`src/rtl/cmp_chan_pkg.sv`:
```
package cmp_chan_pkg;
  localparam int unsigned NUM_RES = 3;

  typedef enum logic [1:0] {
    RES_8U   = 2'd0,
    RES_1U   = 2'd1,
    RES_250N = 2'd2,
    RES_ALT  = 2'd3
  } res_e;

  // right shift from the write resolution onto the 8 us grid
  function automatic int unsigned res_shift(int unsigned idx);
    case (idx)
      0:       return 0;
      1:       return 3;
      default: return 5;
    endcase
  endfunction
endpackage

```
`src/rtl/cmp_chan_conv.sv`:
```
module cmp_chan_conv #(
  parameter int unsigned CNT_W = 32,
  parameter int unsigned SHIFT = 3
) (
  input  logic [CNT_W-1:0] raw_i,
  output logic [CNT_W-1:0] grid_o
);
  if (SHIFT == 0) begin : g_pass
    assign grid_o = raw_i;
  end else begin : g_round
    localparam logic [CNT_W:0] HALF = (CNT_W+1)'(1) << (SHIFT - 1);
    logic [CNT_W:0] sum;
    logic [CNT_W:0] shr;
    assign sum    = {1'b0, raw_i} + HALF;
    assign shr    = sum >> SHIFT;
    assign grid_o = shr[CNT_W-1:0];
  end
endmodule

```
`src/rtl/cmp_chan_core.sv`:
```
module cmp_chan_core #(
  parameter int unsigned CNT_W        = 32,
  parameter int unsigned PAST_WIN     = 125000,
  parameter bit          ARM_SET_ARMS = 1'b0
) (
  input  logic             clk_i,
  input  logic             rst_ni,
  input  logic [CNT_W-1:0] count_i,
  input  logic             load_i,
  input  logic [CNT_W-1:0] load_val_i,
  input  logic             arm_set_i,
  input  logic             arm_clr_i,
  output logic [CNT_W-1:0] cc_o,
  output logic             armed_o,
  output logic             match_o
);
  localparam logic [CNT_W-1:0] WIN = CNT_W'(PAST_WIN);

  logic [CNT_W-1:0] cc_q;
  logic [CNT_W-1:0] diff;
  logic             armed_q, armed_d, in_win;

  // modular distance of the count past the compare value
  assign diff    = count_i - cc_q;
  assign in_win  = diff < WIN;
  assign match_o = armed_q & in_win;

  always_comb begin
    armed_d = armed_q;
    if (arm_set_i && ARM_SET_ARMS) armed_d = 1'b1;
    if (match_o || arm_clr_i)      armed_d = 1'b0;
    if (load_i)                    armed_d = 1'b1;
  end

  always_ff @(posedge clk_i or negedge rst_ni) begin
    if (!rst_ni) begin
      cc_q    <= '0;
      armed_q <= 1'b0;
    end else begin
      armed_q <= armed_d;
      if (load_i) cc_q <= load_val_i;
    end
  end

  assign cc_o    = cc_q;
  assign armed_o = armed_q;
endmodule

```
`src/rtl/cmp_chan_irq.sv`:
```
module cmp_chan_irq (
  input  logic clk_i,
  input  logic rst_ni,
  input  logic evt_i,
  input  logic set_i,
  input  logic clr_i,
  input  logic reload_i,
  input  logic mask_set_i,
  input  logic mask_clr_i,
  output logic raw_o,
  output logic mask_o,
  output logic mis_o
);
  logic raw_q, raw_d, mask_q, mask_d;

  always_comb begin
    raw_d = raw_q;
    if (clr_i || reload_i) raw_d = 1'b0;
    if (evt_i || set_i)    raw_d = 1'b1;
    mask_d = (mask_q & ~mask_clr_i) | mask_set_i;
  end

  always_ff @(posedge clk_i or negedge rst_ni) begin
    if (!rst_ni) begin
      raw_q  <= 1'b0;
      mask_q <= 1'b0;
    end else begin
      raw_q  <= raw_d;
      mask_q <= mask_d;
    end
  end

  assign raw_o  = raw_q;
  assign mask_o = mask_q;
  assign mis_o  = raw_q & mask_q;
endmodule

```
`src/rtl/cmp_chan.sv`:
```
module cmp_chan
  import cmp_chan_pkg::*;
#(
  parameter int unsigned CNT_W    = 32,
  parameter int unsigned PAST_WIN = 125000
) (
  input  logic                clk_i,
  input  logic                rst_ni,
  input  logic [CNT_W-1:0]    count_i,
  input  logic [NUM_RES-1:0]  wr_cc_i,
  input  logic [CNT_W-1:0]    wdata_i,
  input  logic [1:0]          rd_res_i,
  input  logic                arm_set_i,
  input  logic                arm_clr_i,
  input  logic                irq_set_i,
  input  logic                irq_clr_i,
  input  logic                mask_set_i,
  input  logic                mask_clr_i,
  output logic [CNT_W-1:0]    rdata_o,
  output logic                armed_o,
  output logic                event_o,
  output logic                raw_o,
  output logic                mask_o,
  output logic                mis_o
);
  localparam int unsigned SH_1U   = res_shift(1);
  localparam int unsigned SH_250N = res_shift(2);

  logic [CNT_W-1:0] grid [NUM_RES];
  logic [CNT_W-1:0] load_val, cc;
  logic             load, match;

  for (genvar i = 0; i < NUM_RES; i++) begin : g_conv
    cmp_chan_conv #(.CNT_W(CNT_W), .SHIFT(res_shift(i))) u_conv (
      .raw_i  (wdata_i),
      .grid_o (grid[i])
    );
  end

  // lowest strobe index wins
  always_comb begin
    load_val = grid[0];
    for (int i = NUM_RES - 1; i >= 0; i--)
      if (wr_cc_i[i]) load_val = grid[i];
  end
  assign load = |wr_cc_i;

  cmp_chan_core #(.CNT_W(CNT_W), .PAST_WIN(PAST_WIN)) u_core (
    .clk_i      (clk_i),
    .rst_ni     (rst_ni),
    .count_i    (count_i),
    .load_i     (load),
    .load_val_i (load_val),
    .arm_set_i  (arm_set_i),
    .arm_clr_i  (arm_clr_i),
    .cc_o       (cc),
    .armed_o    (armed_o),
    .match_o    (match)
  );

  cmp_chan_irq u_irq (
    .clk_i      (clk_i),
    .rst_ni     (rst_ni),
    .evt_i      (match),
    .set_i      (irq_set_i),
    .clr_i      (irq_clr_i),
    .reload_i   (load),
    .mask_set_i (mask_set_i),
    .mask_clr_i (mask_clr_i),
    .raw_o      (raw_o),
    .mask_o     (mask_o),
    .mis_o      (mis_o)
  );

  always_comb begin
    case (res_e'(rd_res_i))
      RES_1U:   rdata_o = cc << SH_1U;
      RES_250N: rdata_o = cc << SH_250N;
      default:  rdata_o = cc;
    endcase
  end

  assign event_o = match;
endmodule

```
`config.mk`:
```
export PLATFORM = sky130hd
export DESIGN_NAME = cmp_chan
export DESIGN_NICKNAME = d
export VERILOG_FILES = /design/src/rtl/cmp_chan_pkg.sv /design/src/rtl/cmp_chan_conv.sv /design/src/rtl/cmp_chan_core.sv /design/src/rtl/cmp_chan_irq.sv /design/src/rtl/cmp_chan.sv
export SDC_FILE = /design/constraint.sdc
export NUM_CORES = 1
export LEC_CHECK = 0
export CAP_MARGIN = 20
export CORE_MARGIN = 1
export CORE_UTILIZATION = 40
export CTS_CLUSTER_DIAMETER = 80
export DETAILED_ROUTE_END_ITERATION = 10
export GPL_TIMING_DRIVEN = 0
export PLACE_DENSITY_LB_ADDON = 0.05
export SLEW_MARGIN = 20
export SYNTH_ARGS = -nofsm -noshare
export SYNTH_HDL_FRONTEND = slang
export SYNTH_HIERARCHICAL = 1
export SYNTH_SLANG_ARGS = --single-unit
```
`constraint.sdc`:
```
create_clock -name clk_i -period 5.5 [get_ports clk_i]
set_input_delay 1.65 -clock clk_i [delete_from_list [all_inputs] [get_ports clk_i]]
set_output_delay 1.65 -clock clk_i [all_outputs]
set_load 0.05 [all_outputs]
```
==> impl_metrics.tcl <==
set metrics [dict create \
    status "complete, but fails checks" \
    violations "DRC, setup timing" \
    grt_pass1_vias 7032 \
    p_int_uw 1070 \
    ys_seq_area_share_pct 14.0 \
    grt_remaining_overflow 0 \
    crit_fanout 5 \
    ctsHoldBuffers 0 \
    slowest_stage "a211oi_2" \
    dp_hpwl_mm 17.0 \
    drc_errors 2 \
    finalNetCount 1189 \
    grt_max_degree 34 \
    synthTopCellsByCount "nand2_1, o21ai_0, nor2_1, a21oi_1, inv_1" \
    period_needed_ps 5840 \
    root_buffer "clkbuf_16" \
    crit_chain "buf_6 > ha_4 > buf_4 > a21o_1 > a31o_4 > a21o_1 > a211oi_2 > xor2_1 > o31ai_2 > nor4_4 > nand4_1 > buf_6 > nor2_4 > buf_8" \
    crit_path_end_kind "output pin" \
    rsz0062_at_grt "true" \
    ys_ff_latch 35 \
    clock_sink_count 35 \
    routed_wl_mm 23.2 \
    swShare_pct 45.1 \
    maxSlewHeadroom_pct 64.9 \
    power_frac_comb_pct 66.9 \
    synth_cell_types 80 \
    crit_path_max_incr_delay_ps 300 \
    worst_pin_slew_ps 526 \
    synth_largest_area_cell "dfrtp_1" \
    numCtsBuffers 5 \
    antenna_cells 0 \
    synthFlopType "dfrtp_1" \
    synth_area_um2 6270 \
    initial_core_util_pct 41.1 \
    drive_gt1_share_pct 29.4 \
    worstSetupStartpointType "primary input" \
    gp_congestion 0.893 \
    vias 7391 \
    yosys-top-cells-area "dfrtp_1, ha_1, o21ai_0" \
    cp.depth 14 \
    setup_violations 1 \
    total_power_uw 1950 \
    leakagePower_uw 0.00383 \
    ctsLongestPathBuffers 2 \
    grt_pass1_wl_mm 36.1 \
    syn2layout_area_growth_pct 44.2 \
    worstHoldPathType "reg -> reg" \
    grt_usage_pct 27.9 \
    post_drt_via_cell_ratio 5.73 \
    grt_antenna_before_repair 0 \
    cp_top_family "compound AO/OA/AOI/OAI gates" \
    cap_viol_max_count 0 \
    synthCells 896 \
    required_ps 3850 \
    p_sw_uw 881 \
    p_clk_share_pct 16.8 \
    rows 45 \
    synth_top_area_share_pct 14.0 \
    dr.pass1.iters 7 \
    yosysWarnings 6 \
    ios 114 \
    post-route-util_pct 59.2 \
    p_seq_share_pct 16.3 \
    die_w_um 127 \
    htreeDepth 2 \
    path_clk_slew_ps 50 \
    hold_path_depth 1 \
    fmax_mhz 171 \
    die_y_um 127 \
    power_density_nw_per_um2 216 \
    fin_crit_sh_pct 106 \
    port_buffers 109 \
    finalWorstSetupSlack_ps -344 \
    synth_edf_count 0 \
    syn_avg_cell_area_um2 6.99 \
    dieArea_um2 16200 \
    critPathBufInv 4 \
    drt_iter0_markers 527 \
    core-area_um2 15300 \
    maxSlewViolCount 0 \
    post_drt_wl_per_cell_um 18.0 \
    irDropWorstVdd_mv 0.130 \
    r2r_cells 13 \
    insertion_delay_ps 280 \
    arrival_ps 4190 \
    yosysMostFrequentCell "nand2_1" \
    finClkSkew_ps 2.78 \
    worst-setup-path-type "in -> out" \
    cts_tree "yes" \
    synth-async-reset-ratio_pct 100 \
    final_antenna_net_count 0 \
    finalHoldViolations 0 \
]
==> registers in the layout, indices dropped and copies added (netlist names) <==
name / count
u_core/armed_o: 1
u_irq/raw_o: 1
u_irq/mask_o: 1
u_core/cc_o: 32
==> timing repair <==
item	in CTS	in global routing
buffers inserted	53	16
setup endpoints to repair	31	26
pin swaps	76	53
gates resized for setup	237	103
==> path summary, 6_finish.rpt <==
check	start	end	slack (ps)
setup reg to reg	u_core/cc_o[7]	u_irq/raw_o	2320
hold / removal	u_irq/mask_o	u_irq/mask_o	490
max in group asynchronous	rst_ni	u_core/cc_o[0]	3960
min in group asynchronous	rst_ni	u_irq/mask_o	1170
setup / recovery	count_i[2]	event_o	-340
hold reg to reg	u_irq/mask_o	u_irq/mask_o	490
==> routing by layer <==
layer  part of all wire, %  up-vias  track usage [%]
li1                      -     3585                -
met2                    48      249             48.1
met5                     0        -                0
met1                    44     3510             36.7
met4                   2.9        0             10.4
met3                   4.6       47             1.80
==> cells in the final DEF (no fill, tap or decap), types with 29 or more instances in the layout <==
master           netlist  final
xnor2_1               29     29
clkdlybuf4s50_1        0     45
nand2_1              106     95
nor2_1                74     70
inv_1                 53     53
o21ai_0               81     68
buf_4                 41    104
nand3_1               30     29
dfrtp_1               35     35
a21oi_1               60     42
xor2_1                37     37
o32ai_1               31     31
==> final cells by class <==
type,instances,area [um2]
clock inverter,2,35.0
fill,1395,6220
inverter,53,199
multi-input combinational,719,5410
timing repair buffer,179,1500
clock buffer,6,139
sequential,35,876
tap,211,264
buffer,85,612
==> power by group through the flow <==
stage | logic (uW) | clock network, uW | registers, uW
3_5_place_dp | 990 | 0 | 320
4_1_cts | 1210 | 337 | 316
2_1_floorplan | 673 | 0 | 316
6_report | 1310 | 329 | 317
5_1_grt | 1390 | 350 | 321
3_3_place_gp | 988 | 0 | 320
==> cells by family after synthesis <==
family                   count (synthesis)  share of synthesized area, %
buffers and inverters                  146                          12.3
AND/OR/NAND/NOR                        314                          25.1
multiplexers                             5                         0.859
flip-flops                              35                          14.0
adder cells (fa/ha/maj)                 34                          6.79
XOR/XNOR                                66                          9.23
other                                    2                         0.120
AO/OA/AOI/OAI                          294                          31.7
==> stage by stage <==
step | hold WS, ps | instance area (um2) | cells | worst slack [ps] | setup TNS [ps]
2_1_floorplan | 524 | 6340 | 900 | 3.65 | 0
3_3_place_gp | 479 | 7700 | 1220 | -1610 | -8440
3_5_place_dp | 484 | 7710 | 1221 | -1600 | -8680
4_1_cts | 496 | 8910 | 1276 | -332 | -332
5_1_grt | 523 | 9040 | 1290 | -448 | -448
6_report | 490 | 9040 | 1290 | -344 | -344
Power figures use the tool's default switching activity.
